`src/rtl/devreg_pkg.sv`:
```
package devreg_pkg;
  localparam int BYTE_W = 8;
  localparam int IDX_W  = 9;
  localparam logic [IDX_W-1:0] IDX_MAX = 9'd256;

  localparam logic [7:0] OP_STATUS  = 8'h00;
  localparam logic [7:0] OP_RD_REGS = 8'h01;
  localparam logic [7:0] OP_VERSION = 8'h7D;
  localparam logic [7:0] OP_RAMP    = 8'h7F;
  localparam logic [7:0] OP_WR_REGS = 8'h81;
  localparam logic [7:0] OP_IRQ_ST  = 8'h91;
  localparam logic [7:0] OP_CLR     = 8'h92;

  typedef enum logic [1:0] {
    ST_IDLE = 2'd0,
    ST_CMD  = 2'd1,
    ST_WR   = 2'd2,
    ST_RD   = 2'd3
  } seq_state_t;
endpackage

```
`src/rtl/devreg_flags.sv`:
```
module devreg_flags #(
  parameter int NFLAG = 4
) (
  input  logic             clk,
  input  logic             rst_n,
  input  logic [NFLAG-1:0] ev_i,
  input  logic [NFLAG-1:0] clr_i,
  output logic [NFLAG-1:0] flags_o
);
  logic [NFLAG-1:0] flags_q;

  // event beats clear on the same bit
  always_ff @(posedge clk or negedge rst_n) begin
    if (!rst_n) flags_q <= '0;
    else        flags_q <= (flags_q & ~clr_i) | ev_i;
  end

  assign flags_o = flags_q;

  p_event_sets_r2: assert property (@(posedge clk) disable iff (!rst_n)
    (ev_i != '0) |=> ((flags_o & $past(ev_i)) == $past(ev_i)));
  p_clear_r3: assert property (@(posedge clk) disable iff (!rst_n)
    ((clr_i != '0) && ((clr_i & ev_i) == '0)) |=> ((flags_o & $past(clr_i)) == '0));
  p_hold_r2: assert property (@(posedge clk) disable iff (!rst_n)
    ((clr_i == '0) && (ev_i == '0)) |=> $stable(flags_o));
endmodule

```
`src/rtl/devreg_regfile.sv`:
```
module devreg_regfile
  import devreg_pkg::*;
#(
  parameter int NREG = 10
) (
  input  logic              clk,
  input  logic              rst_n,
  input  logic              we_i,
  input  logic [IDX_W-1:0]  idx_i,
  input  logic [BYTE_W-1:0] wdata_i,
  output logic [BYTE_W-1:0] rdata_o,
  output logic [BYTE_W-1:0] reg0_o
);
  localparam logic [IDX_W-1:0] NUM = IDX_W'(NREG);

  logic [BYTE_W-1:0] regs_q [NREG];
  logic              in_range;

  assign in_range = (idx_i < NUM);

  for (genvar g = 0; g < NREG; g++) begin : g_reg
    always_ff @(posedge clk or negedge rst_n) begin
      if (!rst_n)                                    regs_q[g] <= '0;
      else if (we_i && in_range && idx_i == IDX_W'(g)) regs_q[g] <= wdata_i;
    end
  end

  always_comb begin
    rdata_o = '0;
    for (int k = 0; k < NREG; k++)
      if (idx_i == IDX_W'(k)) rdata_o = regs_q[k];
  end

  assign reg0_o = regs_q[0];

  p_write_bound_r6: assert property (@(posedge clk) disable iff (!rst_n)
    we_i |-> (idx_i < NUM));
endmodule

```
`src/rtl/devreg_cmd.sv`:
```
module devreg_cmd
  import devreg_pkg::*;
#(
  parameter int          NREG    = 10,
  parameter logic [7:0]  VERSION = 8'd5
) (
  input  logic              clk,
  input  logic              rst_n,
  input  logic              pkt_sel_i,
  input  logic              rx_valid_i,
  output logic              rx_ready_o,
  input  logic [BYTE_W-1:0] rx_data_i,
  output logic              tx_valid_o,
  input  logic              tx_ready_i,
  output logic [BYTE_W-1:0] tx_data_o,
  input  logic [BYTE_W-1:0] status_i,
  input  logic [BYTE_W-1:0] reg_rdata_i,
  input  logic [BYTE_W-1:0] reg0_i,
  output logic              reg_we_o,
  output logic [IDX_W-1:0]  idx_o,
  output logic [3:0]        clr_o,
  output logic              irq_o
);
  localparam logic [IDX_W-1:0] NUM = IDX_W'(NREG);

  seq_state_t        st_q;
  logic [7:0]        op_q;
  logic [IDX_W-1:0]  idx_q;
  logic              irq_q;
  logic              rx_fire, tx_fire, wr_fire;

  assign rx_ready_o = pkt_sel_i && (st_q != ST_IDLE);
  assign tx_valid_o = (st_q == ST_RD);
  assign rx_fire    = rx_valid_i && rx_ready_o;
  assign tx_fire    = tx_valid_o && tx_ready_i;
  assign wr_fire    = (st_q == ST_WR) && rx_fire;

  always_ff @(posedge clk or negedge rst_n) begin
    if (!rst_n) begin
      st_q  <= ST_IDLE;
      op_q  <= '0;
      idx_q <= '0;
      irq_q <= 1'b0;
    end else begin
      irq_q <= wr_fire && (op_q == OP_IRQ_ST) && (idx_q == '0);
      if (!pkt_sel_i) begin
        st_q  <= ST_IDLE;
        idx_q <= '0;
      end else begin
        unique case (st_q)
          ST_IDLE: st_q <= ST_CMD;
          ST_CMD: if (rx_fire) begin
            op_q  <= rx_data_i;
            idx_q <= '0;
            st_q  <= rx_data_i[7] ? ST_WR : ST_RD;
          end
          ST_WR: if (rx_fire && idx_q != IDX_MAX) idx_q <= idx_q + 1'b1;
          ST_RD: if (tx_fire && idx_q != IDX_MAX) idx_q <= idx_q + 1'b1;
          default: st_q <= ST_IDLE;
        endcase
      end
    end
  end

  always_comb begin
    reg_we_o = wr_fire && (((op_q == OP_WR_REGS) && (idx_q < NUM)) ||
                           ((op_q == OP_IRQ_ST) && (idx_q == '0)));
    clr_o    = (wr_fire && (op_q == OP_CLR) && (idx_q == '0)) ? rx_data_i[7:4] : 4'h0;
  end

  always_comb begin
    tx_data_o = '0;
    unique case (op_q)
      OP_STATUS:  tx_data_o = (idx_q == 9'd0) ? status_i :
                              (idx_q == 9'd1) ? reg0_i : '0;
      OP_RD_REGS: tx_data_o = reg_rdata_i;
      OP_VERSION: tx_data_o = (idx_q == 9'd0) ? VERSION : '0;
      OP_RAMP:    tx_data_o = (idx_q < IDX_MAX) ? idx_q[7:0] : '0;
      default:    tx_data_o = '0;
    endcase
  end

  assign idx_o = idx_q;
  assign irq_o = irq_q;

  p_close_r11: assert property (@(posedge clk) disable iff (!rst_n)
    !pkt_sel_i |=> !tx_valid_o);
  p_stall_hold_r11: assert property (@(posedge clk) disable iff (!rst_n)
    (tx_valid_o && !tx_ready_i && pkt_sel_i) |=> ($stable(idx_q) && tx_valid_o));
  p_irq_pulse_r9: assert property (@(posedge clk) disable iff (!rst_n)
    irq_o |=> !irq_o);
  p_irq_cause_r9: assert property (@(posedge clk) disable iff (!rst_n)
    irq_o |-> ($past(reg_we_o) && $past(op_q) == OP_IRQ_ST));
endmodule

```
`src/rtl/devreg_bank.sv`:
```
module devreg_bank
  import devreg_pkg::*;
#(
  parameter int         NREG    = 10,
  parameter logic [7:0] VERSION = 8'd5
) (
  input  logic       clk,
  input  logic       rst_n,
  input  logic       pkt_sel_i,
  input  logic       rx_valid_i,
  output logic       rx_ready_o,
  input  logic [7:0] rx_data_i,
  output logic       tx_valid_o,
  input  logic       tx_ready_i,
  output logic [7:0] tx_data_o,
  input  logic       stat_dir_i,
  input  logic       stat_rx_ready_i,
  input  logic       stat_tx_room_i,
  input  logic       stat_drained_i,
  input  logic       ev_bus_rst_i,
  input  logic       ev_soft_rst_i,
  input  logic       ev_cmd_wr_i,
  input  logic       ev_reg_wr_i,
  output logic       irq_o
);
  logic [3:0]        flags, clr;
  logic [BYTE_W-1:0] status, reg_rdata, reg0;
  logic              reg_we;
  logic [IDX_W-1:0]  idx;

  assign status = {flags, stat_drained_i, stat_tx_room_i, stat_rx_ready_i, stat_dir_i};

  devreg_flags #(.NFLAG(4)) u_flags (
    .clk(clk), .rst_n(rst_n),
    .ev_i({ev_reg_wr_i, ev_cmd_wr_i, ev_soft_rst_i, ev_bus_rst_i}),
    .clr_i(clr), .flags_o(flags)
  );

  devreg_regfile #(.NREG(NREG)) u_regs (
    .clk(clk), .rst_n(rst_n), .we_i(reg_we), .idx_i(idx),
    .wdata_i(rx_data_i), .rdata_o(reg_rdata), .reg0_o(reg0)
  );

  devreg_cmd #(.NREG(NREG), .VERSION(VERSION)) u_cmd (
    .clk(clk), .rst_n(rst_n), .pkt_sel_i(pkt_sel_i),
    .rx_valid_i(rx_valid_i), .rx_ready_o(rx_ready_o), .rx_data_i(rx_data_i),
    .tx_valid_o(tx_valid_o), .tx_ready_i(tx_ready_i), .tx_data_o(tx_data_o),
    .status_i(status), .reg_rdata_i(reg_rdata), .reg0_i(reg0),
    .reg_we_o(reg_we), .idx_o(idx), .clr_o(clr), .irq_o(irq_o)
  );
endmodule

```
`config.mk`:
```
export PLATFORM = sky130hd
export DESIGN_NAME = devreg_bank
export DESIGN_NICKNAME = d
export VERILOG_FILES = /design/src/rtl/devreg_pkg.sv /design/src/rtl/devreg_flags.sv /design/src/rtl/devreg_regfile.sv /design/src/rtl/devreg_cmd.sv /design/src/rtl/devreg_bank.sv
export SDC_FILE = /design/constraint.sdc
export NUM_CORES = 1
export LEC_CHECK = 0
export BUFFER_PORTS_ARGS = -buffer_cell sky130_fd_sc_hd__buf_4
export CORE_UTILIZATION = 53
export CTS_CLUSTER_SIZE = 25
export DETAILED_ROUTE_END_ITERATION = 16
export GPL_ROUTABILITY_DRIVEN = 1
export GPL_TIMING_DRIVEN = 0
export PLACE_DENSITY = 0.7
export SETUP_SLACK_MARGIN = 0.05
export SLEW_MARGIN = 30
export SYNTH_ARGS = -nofsm -noshare
export SYNTH_HDL_FRONTEND = slang
export SYNTH_SLANG_ARGS = --single-unit
```
`constraint.sdc`:
```
create_clock -name clk -period 5.25 [get_ports clk]
set_clock_uncertainty 0.1 [all_clocks]
set_input_delay 0 -clock clk [delete_from_list [all_inputs] [get_ports clk]]
set_output_delay 0 -clock clk [all_outputs]
set_load 0.02 [all_outputs]
```
Word-level counts from Yosys, hierarchy flattened
Index checks and enable logic that the tools add are counted.
{"block": "classes", "n_addsub": 1, "order_cmp": 2, "n_eq_ne": 24, "n_mux": 25, "n_bitwise": 3, "n_reduce_logical": 32}
{"op": "$mux 8", "count": 13}
{"op": "$eq 9x3->1 const B", "count": 4}
{"op": "$mux 9", "count": 4}
{"op": "$pmux 8 s4", "count": 1}
{"op": "$pmux 9 s3", "count": 1}
{"op": "$eq 8x8->1 const B", "count": 3}
{"op": "$logic_and 1x1->1", "count": 24}
{"op": "$eq 9x2->1 const B", "count": 2}
{"op": "$eq 9x4->1 const B", "count": 2}
{"op": "$eq 8x7->1 const B", "count": 2}
{"op": "$add 9x1->9 const B", "count": 1}
{"op": "$eq 9x1->1 const B", "count": 1}
{"op": "$logic_not 9->1", "count": 1}
{"op": "$lt 9x4->1 const B", "count": 1}
{"op": "$lt 9x9->1 const B", "count": 1}
{"op": "$ne 9x9->1 const B", "count": 1}
{"op": "$eq 8x1->1 const B", "count": 1}
{"op": "$logic_not 8->1", "count": 1}
{"op": "$ne 3x3->1 const B", "count": 2}
{"op": "$and 4x4->4", "count": 1}
{"op": "$eq 2x2->1 const B", "count": 2}
{"op": "$mux 2", "count": 2}
{"op": "$mux 4", "count": 1}
{"op": "$ne 4x1->1 const B", "count": 1}
{"op": "14 further kinds", "count": 14}
{"block": "word_totals", "register_bits": 104, "input_bits": 21, "word_cells": 102}

Depth between registers and ports, before layout
{"block": "depth", "word_depth": 12, "ltp_mapped": 10, "mapped_depth_nobuf": 8}

Hierarchy
Synthesis repeated with hierarchy kept, for this count alone.
{"block": "hier_totals", "cells_unflattened": 496, "area_unflattened_um2": 5681.7}
{"mod": "devreg_regfile", "instances": 1, "cells_each": 318, "area_per_inst_um2": 4017.6}
{"mod": "devreg_cmd", "instances": 1, "cells_each": 166, "area_per_inst_um2": 1519.0}
{"mod": "devreg_flags", "instances": 1, "cells_each": 12, "area_per_inst_um2": 145.1}

Worst setup path after synthesis
Ideal clock, no wire load.
{"block": "synth_path", "path_kind": "flip-flop to flip-flop", "startpoint": "register u_cmd.idx_q[4] (netlist: u_cmd.idx_o[4])", "endpoint": "register u_regs.regs_q[24] in the netlist's numbering", "setup_ns": 0.125, "arrival_time_ns": 2.297, "t_required_ns": 5.025, "setup_slack_ns": 2.728, "stages_incl_launch_ff": 7, "n_path_buf": 1, "period_less_slack_ns": 2.522, "path_cell_list": "dfrtp_1 buf_6 nor4_4 nand4_4 a2111o_1 nor3_4 mux2_2"}
{"block": "synth_via", "elab_chain_cells": 6, "word_cells_on_any_way": 9, "cone_classes": "order compare: 1; eq/ne: 1; reduce/logical: 7"}
{"item": "start, declared", "line_no": "devreg_cmd.sv:28", "rtl": "logic [IDX_W-1:0] idx_q;"}
{"item": "start signal, assigned", "line_no": "devreg_cmd.sv:57", "rtl": "ST_WR: if (rx_fire && idx_q != IDX_MAX) idx_q <= idx_q + 1'b1;"}
{"item": "start signal, assigned", "line_no": "devreg_cmd.sv:58", "rtl": "ST_RD: if (tx_fire && idx_q != IDX_MAX) idx_q <= idx_q + 1'b1;"}
{"item": "$lt 9x4->1 / $logic_not 9->1 (equally long branches)", "line_no": "devreg_regfile.sv:19, devreg_cmd.sv:66, devreg_cmd.sv:67"}
{"item": "$logic_and 1x1->1, on equally long branches", "line_no": "devreg_cmd.sv:66, devreg_cmd.sv:67"}
{"item": "$logic_or 1x1->1", "line_no": "devreg_cmd.sv:66", "rtl": "reg_we_o = wr_fire && (((op_q == OP_WR_REGS) && (idx_q < NUM)) ||"}
{"item": "$logic_and 1x1->1", "line_no": "devreg_cmd.sv:66"}
{"item": "$logic_and 1x1->1", "line_no": "devreg_regfile.sv:24", "rtl": "else if (we_i && in_range && idx_i == IDX_W'(g)) regs_q[g] <= wdata_i;"}
{"item": "$logic_and 1x1->1 *", "line_no": "devreg_regfile.sv:24"}
{"item": "end signal, assigned by index", "line_no": "devreg_regfile.sv:24"}
{"item": "end, declared", "line_no": "devreg_regfile.sv:16", "rtl": "logic [BYTE_W-1:0] regs_q [NREG];"}
Every way passes the cells marked *; elsewhere a longest branch is shown, timed or not.
A chain may end at the register's enable or synchronous reset.

Final worst setup path
{"block": "layout_path", "startpoint": "register u_cmd.idx_q[7] (netlist: u_cmd.idx_o[7])", "endpoint": "register u_flags.flags_q[0] (netlist: u_flags.flags_o[0])"}
{"block": "layout_via", "elab_chain_cells": 6}
{"item": "$logic_not 9->1", "line_no": "devreg_cmd.sv:68", "rtl": "clr_o = (wr_fire && (op_q == OP_CLR) && (idx_q == '0)) ? rx_data_i[7:4] : 4'h0;"}
{"item": "$logic_and 1x1->1", "line_no": "devreg_cmd.sv:68"}
{"item": "$mux 4", "line_no": "devreg_cmd.sv:68"}
{"item": "$not 4->4", "line_no": "devreg_flags.sv:15", "rtl": "else flags_q <= (flags_q & ~clr_i) | ev_i;"}
{"item": "$and 4x4->4", "line_no": "devreg_flags.sv:15"}
{"item": "$or 4x4->4", "line_no": "devreg_flags.sv:15"}
{"item": "end signal, assigned", "line_no": "devreg_flags.sv:15"}
{"item": "end, declared", "line_no": "devreg_flags.sv:10", "rtl": "logic [NFLAG-1:0] flags_q;"}
No other way between the ends.

==> impl_metrics.tcl <==
set metrics [dict create \
    seq_area_frac_synth_pct 47.5 \
    synth-simple-area-share_pct 15.0 \
    drive_gt1_share_pct 28.7 \
    dp.final_hpwl_um 10700 \
    max_freq_mhz 274 \
    tritoncts.num_buffers 9 \
    cts_tree "built" \
    rsz0062_at_grt "no" \
    antenna_left 0 \
    syn_area_um2 5480 \
    fin_tns_setup_ns 0 \
    cp-start-kind "flip-flop" \
    vias 4412 \
    cp-end-kind "flip-flop" \
    finalCriticalPeriod_ns 3.66 \
    portBuffers 31 \
    cts.sinks 104 \
    gr-total-overflow 0 \
    tightest_slew_ns 0.874 \
    h-tree-depth 3 \
    grt_use_total_pct 30.0 \
    clk_path_buf_depth 2 \
    required_ns 5.43 \
    viasPerCell 6.39 \
    firstDrtPassIters 6 \
    fin_cells 690 \
    slew_headroom_pct 41.3 \
    rows 36 \
    maxCapViolCount 0 \
    setup-violations-final 0 \
    powerDensity_nw_per_um2 246 \
    finalMaxSlewViolations 0 \
    timing.hold.ws_ns 0.129 \
    yosys_warnings 0 \
    async_flop_share_pct 100 \
    die_x_um 104 \
    drc 0 \
    synthXorXnorAreaFrac_pct 1.12 \
    hold_path.class "in -> async" \
    synthFlopType "dfrtp_1" \
    root_buffer "clkbuf_8" \
    clkTransAtPathRegs_ns 0.10 \
    boundaryPins 32 \
    hold_viol 0 \
    gp_congestion 0.960 \
    syn_to_final_growth_pct 14.8 \
    die-area_um2 10700 \
    r2r_slack_ns 1.59 \
    grt_pass1_vias 4436 \
    cp_data_arrival_time_ns 3.83 \
    power_w 0.00154 \
    irDropWorstVdd_uv 204 \
    ys_ff_latch 104 \
    num_antenna_cells 0 \
    initial_core_util_pct 55.3 \
    antenna_found_initial 0 \
    r2r_cells 8 \
    place_inst 655 \
    final_nets 577 \
    crit_type "reg -> reg" \
    grt_pass1_wl_um 24400 \
    postSynthCellCount 491 \
    cp_max_fo 8 \
    leakagePower_nw 2.88 \
    outcome "completed" \
    synthAdderAreaFrac_pct 0.914 \
    wire_per_inst_um 22.3 \
    cts_resized 0 \
    synth_compound_area_share_pct 14.2 \
    syn_nets 516 \
    synth.avg_cell_area_um2 11.2 \
    synthMuxAreaShare_pct 18.5 \
    drtIter0Drc 395 \
    clk_latency_ns 0.39 \
    grt_max_degree 105 \
    min_period_over_period_pct 69.6 \
    fp.coreArea_um2 9910 \
    fp.dieH_um 104 \
    synth_cell_types 66 \
    wirelength_um 15400 \
    synth_edf_count 0 \
    synth_top_family_by_area "multiplexers" \
]
==> flip-flops by register name (all words and copies together), names as in the netlist <==
name,count
u_cmd.idx_o,9
u_cmd.irq_o,1
u_cmd.op_q,8
u_cmd.st_q,2
u_flags.flags_o,4
u_regs.reg0_o,8
u_regs.regs_q,72
==> area by class of cell <==
cell class | count | area (um2)
well taps | 133 | 166
multi-input cells | 349 | 2730
clock inverters | 5 | 62.6
fillers | 817 | 3620
flip-flops and latches | 104 | 2600
inverters | 10 | 37.5
plain buffers | 28 | 115
repair buffers | 50 | 429
clock buffers | 11 | 141
==> cells by family (layout without fill, tap and decap cells) <==
group,count (synthesis),count (layout)
DFF,104,104
buffers and inverters,38,104
muxes,90,90
AOI/OAI and AO/OA,103,103
adders and majority gates,4,4
xor gates and xnor gates,7,7
and+or+nand+nor,145,145
==> through the flow <==
stage                     utilization [%]  worst slack [ns]  area, um2
after floorplan                         -              2.73       5480
after global placement               59.3              2.16       5880
after detailed placement             59.3              2.14       5880
after CTS                            63.3              1.56       6270
after global routing                 63.4              1.37       6280
final                                63.4              1.59       6280
==> power by group <==
part,total [W],internal (W),switching (W)
clock,0.000524,0.000238,0.000286
combinational,0.000169,0.0000682,0.000101
sequential,0.000850,0.000822,0.0000273
total,0.00154,0.00113,0.000415
==> cells in the final DEF, fill, tap and decap left out, types with 4 or more instances in the layout <==
cell / n
mux2_2: 89
xor2_1: 5
inv_1: 9
nand3_1: 10
nor4_1: 4
a221oi_1: 9
a22o_1: 4
nor3_1: 16
a21o_1: 7
nand4_1: 5
ha_1: 4
nand2_2: 5
clkbuf_1: 25
o31ai_1: 4
o221ai_1: 7
buf_4: 30
dlygate4sd3_1: 19
nor2_1: 32
nand2b_1: 6
clkbuf_8: 11
a21oi_1: 20
dfrtp_1: 104
a22oi_1: 10
nand2_1: 28
a32oi_1: 5
o21ai_0: 12
nor2b_1: 14
==> critical path, cell delays in order (launching register included) <==
cell and delay [ns]:
dfrtp_1 0.48, or4_1 0.54, buf_2 0.19, nor4_1 0.42, nand4_1 0.18, nor3_1 0.75
nand2_1 0.14, a21o_1 0.20, dlygate4sd3_1 0.55
==> synthesized netlist by cell type, types with 6 or more instances <==
master | instances | share of area, %
a221oi_1 | 9 | 1.4
clkbuf_1 | 24 | 1.6
nor3_1 | 16 | 1.5
o221ai_1 | 7 | 1.1
nand2b_1 | 6 | 0.69
a22oi_1 | 10 | 1.4
nor2b_1 | 14 | 1.6
a21o_1 | 7 | 0.96
a21oi_1 | 20 | 1.8
o21ai_0 | 12 | 1.1
nand3_1 | 10 | 0.91
mux2_2 | 89 | 18
dfrtp_1 | 104 | 48
nand2_1 | 28 | 1.9
inv_1 | 9 | 0.62
nor2_1 | 32 | 2.2
==> final timing paths <==
check | to | startpoint
setup / recovery | u_flags.flags_o[0]$_DFF_PN0_ | u_cmd.idx_o[7]$_DFFE_PN0P_
max in group asynchronous | u_cmd.idx_o[1]$_DFFE_PN0P_ | rst_n
hold / removal | u_cmd.irq_o$_DFF_PN0_ | rst_n
hold reg to reg | u_regs.regs_q[47]$_DFFE_PN0P_ | u_regs.regs_q[47]$_DFFE_PN0P_
min in group clk | u_cmd.irq_o$_DFF_PN0_ | rx_valid_i
setup reg to reg | u_flags.flags_o[0]$_DFF_PN0_ | u_cmd.idx_o[7]$_DFFE_PN0P_
==> per-layer routing <==
layer | vias to the layer above | track usage (%) | wire [um]
met4 | 0 | 11.9 | 478
met5 | - | 0 | 0
li1 | 1959 | - | -
met1 | 2223 | 41.4 | 6840
met2 | 195 | 47.3 | 7110
met3 | 35 | 5.35 | 923
==> timing repair <==
item	CTS	global route
endpoints found under the hold margin	128	0
buffers inserted	0	0
hold buffers	19	0
No activity file was read; power rests on OpenSTA's default activity.
